==> src/rtl/gpio_port_pkg.sv <==
package gpio_port_pkg;
    localparam logic [5:0] OFS_DATA   = 6'h00;
    localparam logic [5:0] OFS_DIR    = 6'h04;
    localparam logic [5:0] OFS_LEVEL  = 6'h08;
    localparam logic [5:0] OFS_CFG_LO = 6'h0C;
    localparam logic [5:0] OFS_CFG_HI = 6'h10;
    localparam logic [5:0] OFS_MASK   = 6'h14;
    localparam logic [5:0] OFS_STATUS = 6'h18;
    localparam logic [5:0] OFS_BOTH   = 6'h1C;

    typedef enum logic [1:0] {
        TRIG_LOW  = 2'b00,
        TRIG_HIGH = 2'b01,
        TRIG_RISE = 2'b10,
        TRIG_FALL = 2'b11
    } trig_e;
endpackage

==> src/rtl/gpio_sync.sv <==
module gpio_sync #(
    parameter int W = 32
) (
    input  logic         clk,
    input  logic         rst_n,
    input  logic [W-1:0] raw,
    output logic [W-1:0] lvl,
    output logic [W-1:0] lvl_prev
);
    logic [W-1:0] meta_q;

    // two flops for metastability, a third holds the prior sample for edges
    always_ff @(posedge clk or negedge rst_n) begin
        if (!rst_n) begin
            meta_q   <= '0;
            lvl      <= '0;
            lvl_prev <= '0;
        end else begin
            meta_q   <= raw;
            lvl      <= meta_q;
            lvl_prev <= lvl;
        end
    end
endmodule

==> src/rtl/gpio_trig_detect.sv <==
module gpio_trig_detect
    import gpio_port_pkg::*;
#(
    parameter int W = 32
) (
    input  logic [W-1:0]   lvl,
    input  logic [W-1:0]   lvl_prev,
    input  logic [2*W-1:0] cfg,
    input  logic [W-1:0]   both,
    output logic [W-1:0]   hit
);
    for (genvar p = 0; p < W; p++) begin : g_pin
        trig_e mode;
        assign mode = trig_e'(cfg[2*p +: 2]);

        always_comb begin
            if (both[p]) begin
                hit[p] = lvl[p] ^ lvl_prev[p];
            end else begin
                unique case (mode)
                    TRIG_LOW:  hit[p] = ~lvl[p];
                    TRIG_HIGH: hit[p] = lvl[p];
                    TRIG_RISE: hit[p] = lvl[p] & ~lvl_prev[p];
                    TRIG_FALL: hit[p] = ~lvl[p] & lvl_prev[p];
                endcase
            end
        end
    end
endmodule

==> src/rtl/gpio_regs.sv <==
module gpio_regs
    import gpio_port_pkg::*;
#(
    parameter int DATA_W = 32,
    parameter int ADDR_W = 6
) (
    input  logic                clk,
    input  logic                rst_n,
    input  logic                bus_sel,
    input  logic                bus_wr,
    input  logic [ADDR_W-1:0]   bus_addr,
    input  logic [DATA_W-1:0]   bus_wdata,
    output logic [DATA_W-1:0]   bus_rdata,
    input  logic [DATA_W-1:0]   lvl,
    input  logic [DATA_W-1:0]   hit,
    output logic [DATA_W-1:0]   data_q,
    output logic [DATA_W-1:0]   dir_q,
    output logic [2*DATA_W-1:0] cfg,
    output logic [DATA_W-1:0]   both_q,
    output logic [DATA_W-1:0]   msk_q,
    output logic [DATA_W-1:0]   st_q
);
    logic              wr_en;
    logic [DATA_W-1:0] cfg_lo_q, cfg_hi_q, clr;

    assign wr_en = bus_sel & bus_wr;
    assign cfg   = {cfg_hi_q, cfg_lo_q};
    assign clr   = (wr_en && bus_addr == ADDR_W'(OFS_STATUS)) ? bus_wdata : '0;

    always_ff @(posedge clk or negedge rst_n) begin
        if (!rst_n) begin
            data_q   <= '0;
            dir_q    <= '0;
            cfg_lo_q <= '0;
            cfg_hi_q <= '0;
            msk_q    <= '0;
            both_q   <= '0;
        end else if (wr_en) begin
            case (bus_addr)
                ADDR_W'(OFS_DATA):   data_q   <= bus_wdata;
                ADDR_W'(OFS_DIR):    dir_q    <= bus_wdata;
                ADDR_W'(OFS_CFG_LO): cfg_lo_q <= bus_wdata;
                ADDR_W'(OFS_CFG_HI): cfg_hi_q <= bus_wdata;
                ADDR_W'(OFS_MASK):   msk_q    <= bus_wdata;
                ADDR_W'(OFS_BOTH):   both_q   <= bus_wdata;
                default: ;
            endcase
        end
    end

    // sticky status: a detection in the same cycle overrides the clear
    always_ff @(posedge clk or negedge rst_n) begin
        if (!rst_n) st_q <= '0;
        else        st_q <= (st_q & ~clr) | hit;
    end

    always_comb begin
        case (bus_addr)
            ADDR_W'(OFS_DATA):   bus_rdata = data_q;
            ADDR_W'(OFS_DIR):    bus_rdata = dir_q;
            ADDR_W'(OFS_LEVEL):  bus_rdata = lvl;
            ADDR_W'(OFS_CFG_LO): bus_rdata = cfg_lo_q;
            ADDR_W'(OFS_CFG_HI): bus_rdata = cfg_hi_q;
            ADDR_W'(OFS_MASK):   bus_rdata = msk_q;
            ADDR_W'(OFS_STATUS): bus_rdata = st_q;
            ADDR_W'(OFS_BOTH):   bus_rdata = both_q;
            default:             bus_rdata = '0;
        endcase
    end
endmodule

==> src/rtl/gpio_irq_port.sv <==
module gpio_irq_port #(
    parameter int DATA_W = 32,
    parameter int ADDR_W = 6
) (
    input  logic              clk,
    input  logic              rst_n,
    input  logic              bus_sel,
    input  logic              bus_wr,
    input  logic [ADDR_W-1:0] bus_addr,
    input  logic [DATA_W-1:0] bus_wdata,
    output logic [DATA_W-1:0] bus_rdata,
    input  logic [DATA_W-1:0] pad_in,
    output logic [DATA_W-1:0] pad_out,
    output logic [DATA_W-1:0] pad_oe,
    output logic              irq_lo,
    output logic              irq_hi
);
    localparam int HALF = DATA_W / 2;

    logic [DATA_W-1:0]   lvl, lvl_prev, hit, both_q, msk_q, st_q, pend;
    logic [2*DATA_W-1:0] cfg;

    gpio_sync #(.W(DATA_W)) u_sync (
        .clk      (clk),
        .rst_n    (rst_n),
        .raw      (pad_in),
        .lvl      (lvl),
        .lvl_prev (lvl_prev)
    );

    gpio_trig_detect #(.W(DATA_W)) u_det (
        .lvl      (lvl),
        .lvl_prev (lvl_prev),
        .cfg      (cfg),
        .both     (both_q),
        .hit      (hit)
    );

    gpio_regs #(.DATA_W(DATA_W), .ADDR_W(ADDR_W)) u_regs (
        .clk       (clk),
        .rst_n     (rst_n),
        .bus_sel   (bus_sel),
        .bus_wr    (bus_wr),
        .bus_addr  (bus_addr),
        .bus_wdata (bus_wdata),
        .bus_rdata (bus_rdata),
        .lvl       (lvl),
        .hit       (hit),
        .data_q    (pad_out),
        .dir_q     (pad_oe),
        .cfg       (cfg),
        .both_q    (both_q),
        .msk_q     (msk_q),
        .st_q      (st_q)
    );

    assign pend   = st_q & msk_q;
    assign irq_lo = |pend[HALF-1:0];
    assign irq_hi = |pend[DATA_W-1:HALF];
endmodule

==> config.mk <==
export PLATFORM = sky130hd
export DESIGN_NAME = gpio_irq_port
export DESIGN_NICKNAME = d
export VERILOG_FILES = /design/src/rtl/gpio_port_pkg.sv /design/src/rtl/gpio_sync.sv /design/src/rtl/gpio_trig_detect.sv /design/src/rtl/gpio_regs.sv /design/src/rtl/gpio_irq_port.sv
export SDC_FILE = /design/constraint.sdc
export NUM_CORES = 1
export LEC_CHECK = 0
export BUFFER_PORTS_ARGS = -buffer_cell sky130_fd_sc_hd__buf_4
export CAP_MARGIN = 20
export CORE_UTILIZATION = 59
export CTS_CLUSTER_SIZE = 28
export DETAILED_ROUTE_END_ITERATION = 6
export PLACE_DENSITY = 0.8
export SETUP_SLACK_MARGIN = 0.15
export SYNTH_ARGS = -nofsm -noshare
export SYNTH_HDL_FRONTEND = slang
export SYNTH_SLANG_ARGS = --single-unit
==> constraint.sdc <==
create_clock -name clk -period 4.9 [get_ports clk]
set_input_delay 1.47 -clock clk [delete_from_list [all_inputs] [get_ports clk]]
set_output_delay 1.47 -clock clk [all_outputs]
set_load 0.1 [all_outputs]
Yosys cells after proc, flatten, opt, wreduce, memory -nomap -nowiden
Cells that the tools add are included.
Widths: inputs -> output; s select.

storage, ports and cells
  output and inout bits = 98
  input bits = 74
  flip-flop bits (word level) = 320
  logic and storage cells = 386

cells by class
  reductions and logical operators = 42
  bitwise operators = 165
  equality and inequality tests = 103
  multiplexer cells = 66

operator list
  cell                number
  $pmux 32 s8         1
  $eq 2x2->1 const B  64
  $pmux 1 s4          32
  $and 1x1->1         65
  $and 32x32->32      2
  $eq 2x1->1 const B  32
  $logic_not 2->1     32
  $not 1->1           64
  $mux 1              32
  $mux 32             1
  $not 32->32         1
  $or 32x32->32       1
  $reduce_or 16->1    2
  $xor 1x1->1         32
  $eq 6x5->1 const B  4
  $eq 6x4->1 const B  2
  $reduce_and 2->1    6
  $eq 6x3->1 const B  1
  $logic_not 6->1     1
  $logic_and 1x1->1   1

Depth between registers and ports, before layout
  depth in word-level cells = 6
  depth in mapped cells = 6
  mapped depth without buffers = 5

Hierarchy
From an unflattened synthesis, not the netlist that was laid out.

second synthesis, totals
  cells, all modules = 1206
  area total of the unflattened synthesis = 15479.8 um^2

modules (own cells, without submodules)
  module            times used  area each (um^2)  seq. area each (um^2)  cells each
  gpio_regs         1           10407.5           5605.4                 768
  gpio_trig_detect  1           2467.4            0.0                    324
  gpio_sync         1           2402.3            2402.3                 96
  gpio_irq_port     1           202.7             0.0                    18

Least setup slack after synthesis
Ideal clock, no wire load.

  path kind = input-to-output
  start point = input bus_addr[2]
  end point = output bus_rdata[30]
  stages = 5
  setup slack = -0.004 ns
  buffers on the path = 3
  arrival time = 3.434 ns
  data required time = 3.430 ns
  cell sequence = clkbuf_1 -> buf_1 -> buf_2 -> mux4_2 -> a22o_1

on the way
  cells in the longest elaborated chain, start to end = 2
  elaborated cells on any way between the ends = 9
  classes of those cells = eq/ne: 7; mux: 1; reduce/logical: 1

RTL lines
  what                                RTL line             source
  start: declaration                  gpio_irq_port.sv:9   input logic [ADDR_W-1:0] bus_addr,
  $eq 6x5->1 (tied with other cells)  gpio_regs.sv:58      case (bus_addr)
  $pmux 32 s8 (*)                     gpio_regs.sv:58
  end: declaration                    gpio_irq_port.sv:11  output logic [DATA_W-1:0] bus_rdata,

Every way passes the cells marked *; elsewhere a longest branch is shown, timed or not.

Worst setup path after layout
  start point = input bus_addr[2]
  end point = output bus_rdata[17]

Same word-level chain as after synthesis.

==> impl_results.md <==
* Outcome: complete, no violations
* Share of cells above drive strength 1 at 41.1%
* Synth Net Count at 1222
* Slew Limit Fails at 0
* Syn-to-layout area delta at 19.6%
* Fin crit period at 4620 ps
* CP endpoint kind: primary output
* Leading area contributor after synthesis: dfrtp_1
* Final setup vio count at 0
* Global-route usage over all layers at 30.7%
* Clock Latency Late Sink at 500 ps
* TritonCTS clock tree: done
* Initial antenna violation count at 0
* PD cells at 368 nW/µm²
* Yosys cell types at 35
* Wire per inst at 24.0 µm
* DRC Markers at 0
* Req. time, crit path at 3430 ps
* Sum of routed wire segments on met1 at 16.0 mm
* Antenna cell count at 0
* Fin nets at 1406
* Maximum number of pins on one net before global-route repair at 92
* LEAKAGE at 9.06 nW
* Cell area after synthesis at 15300 µm²
* CTS Sinks at 320
* Quantity of I/O buffers inserted on ports at 171
* Post-synth top area share at 52.4%
* Worst hold margin at 338 ps
* CTS Buf Count at 36
* Worst vdd ir at 0.312 mV
* Post-route ant nets at 0
* GRT overflow at 0
* Number of synthesized flops with an enable pin at 0
* RSZ-0062 raised after global routing: false
* Post-Route WL at 38.8 mm
* Setup TNS at 0 ps
* Number of global-route vias before repair at 10.9k
* Total Power at 6.74 mW
* Largest cells by area after synthesis: dfrtp_1, mux2_2, mux4_2
* Max clock buf depth at 3
* Worst hold path class: flip-flop to flip-flop
* Root Buffer: clkbuf_16
* Vias post-DR at 10.1k
* Placer congestion estimate at 0.918
* Setup crit start kind: primary input
* Post-synthesis register bit count at 320
* Die area at 26600 µm²
* Initial core utilization at 60.4%
* Worst-margin pin slew at 734 ps
* Die height at 163 µm
* Core area at 25300 µm²
* Largest fanout on the critical path at 21
* Syn Inst Count at 1084
* First-pass GRT wire length at 61.5 mm
* Die width at 163 µm
* # hold bufs at CTS at 0
* DRT iter0 DRCs at 738
* Max Freq at 217 MHz
* Final HPWL DP at 26.7 mm
* Met3 routed WL at 2.69 mm
* Worst Path Arrival at 3150 ps
* Post-DR vias/cell at 6.25
* Post-CTS sizing at 0
* Reg clk slew, reported paths at 60 ps
* Top Metal Used: met4
* Final hold viol count at 0
* H-tree levels at 2
* Final Cycle Share at 94.3%
* Reg2Reg Setup Slack at 3490 ps
* YS warnings at 0
* Avg Cell Area, Syn at 14.1 µm²
* Routed length on met2 at 18.7 mm
* Setup Buffers After CTS at 0
* First-pass detailed-route iteration total at 5
* # IOs at 172
* Synth cell count leaders: dfrtp_1, mux2_2, inv_1
* Fraction of registers with async set/reset at 100%
* Clock Skews at 8.89 ps
* Max-cap viol count at 0
* Top-count cell post-synth: dfrtp_1
* Rows at 58
* Ys flop type: dfrtp_1
* Relative slew margins at 51.1%
* Critical path type: primary input to primary output
* Sequential share of the synthesized area at 52.4%
cells by family (layout without fill, tap and decap cells):
logic type                 after synthesis  in the layout  share of synthesized area, %
buffers and inverters                  164            368                          4.29
AOI/OAI and AO/OA                      126            126                          6.64
adders and majority gates               64             64                          5.24
and+or+nand+nor                        115            115                          4.76
xor gates and xnor gates                19             19                          1.09
muxes                                  276            276                          25.6
DFF                                    320            320                          52.4
layout make-up:
type / instances / area [µm²]
inverters: 115 / 432
clock inverters: 9 / 98.8
repair buffers: 195 / 1600
flip-flops and latches: 320 / 8010
well taps: 330 / 413
multi-input cells: 600 / 6700
fillers: 1634 / 7040
clock buffers: 49 / 1040
metrics by stage:
stage / setup slack, ps / cells / instance area [µm²] / utilization (%)
2_1_floorplan: 245 / 1084 / 15300 / -
6_report: 281 / 1618 / 18300 / 72.2
3_3_place_gp: 286 / 1560 / 17100 / 67.7
5_1_grt: 207 / 1618 / 18300 / 72.2
4_1_cts: 280 / 1618 / 18300 / 72.2
3_5_place_dp: 273 / 1560 / 17100 / 67.7
routing by layer:
layer	GRT usage (%)	up-vias
li1	-	4346
met1	41.9	5261
met2	49.5	418
met3	5.55	93
met4	11.5	0
met5	0	-
cell usage in the layout, fill, tap and decap left out, types with 2 or more instances in the layout:
cell / synthesis / final
dfrtp_1: 320 / 320
buf_4: 0 / 184
mux2_2: 150 / 150
inv_1: 115 / 115
mux4_2: 64 / 64
ha_1: 64 / 64
clkbuf_16: 0 / 37
a22o_2: 0 / 32
o31ai_1: 32 / 32
o2111ai_1: 31 / 31
mux2_4: 30 / 30
nor2b_1: 25 / 25
nand3_1: 22 / 21
mux2i_1: 20 / 20
xor2_1: 19 / 19
or3_1: 19 / 19
o21ai_0: 13 / 13
and2_1: 12 / 12
nand2b_1: 12 / 12
or4_1: 13 / 12
mux2_1: 12 / 12
buf_12: 0 / 10
a22o_1: 41 / 9
a221oi_1: 8 / 8
clkbuf_8: 0 / 7
clkinv_2: 0 / 6
clkbuf_1: 23 / 5
or4b_1: 2 / 2
nand4_1: 2 / 2
bufinv_16: 0 / 2
worst paths after layout:
check / start / end / cells past startpoint
worst max-delay path: bus_addr[2] / bus_rdata[17] / 5
worst max register to register: u_sync.lvl[14]$_DFF_PN0_ / u_regs.st_q[14]$_DFF_PN0_ / 5
worst min-delay path: u_sync.meta_q[22]$_DFF_PN0_ / u_sync.lvl[22]$_DFF_PN0_ / 0
max in group asynchronous: rst_n / u_sync.lvl[31]$_DFF_PN0_ / 2
worst min register to register: u_sync.meta_q[22]$_DFF_PN0_ / u_sync.lvl[22]$_DFF_PN0_ / 0
min in group asynchronous: rst_n / u_sync.lvl[28]$_DFF_PN0_ / 1
flip-flops by register name, summed over array words and instances (netlist names):
signal	flops
u_regs.both_q	32
u_regs.cfg_hi_q	32
u_regs.cfg_lo_q	32
u_regs.data_q	32
u_regs.dir_q	32
u_regs.msk_q	32
u_regs.st_q	32
u_sync.lvl	32
u_sync.lvl_prev	32
u_sync.meta_q	32
worst max-delay path, cell delays in order:
cell	delay, ps
buf_4	360
buf_12	260
mux4_2	510
a22o_2	290
buf_4	240
power breakdown:
| part | total (mW) | leakage (nW) | switching [mW] | internal, mW |
|---|---|---|---|---|
| registers | 3.01 | 3.93 | 0.193 | 2.81 |
| clock network | 2.62 | 0.568 | 1.03 | 1.58 |
| logic | 1.11 | 4.56 | 0.707 | 0.405 |
| total | 6.74 | 9.06 | 1.93 | 4.80 |
(Power assumes the default switching activity.)
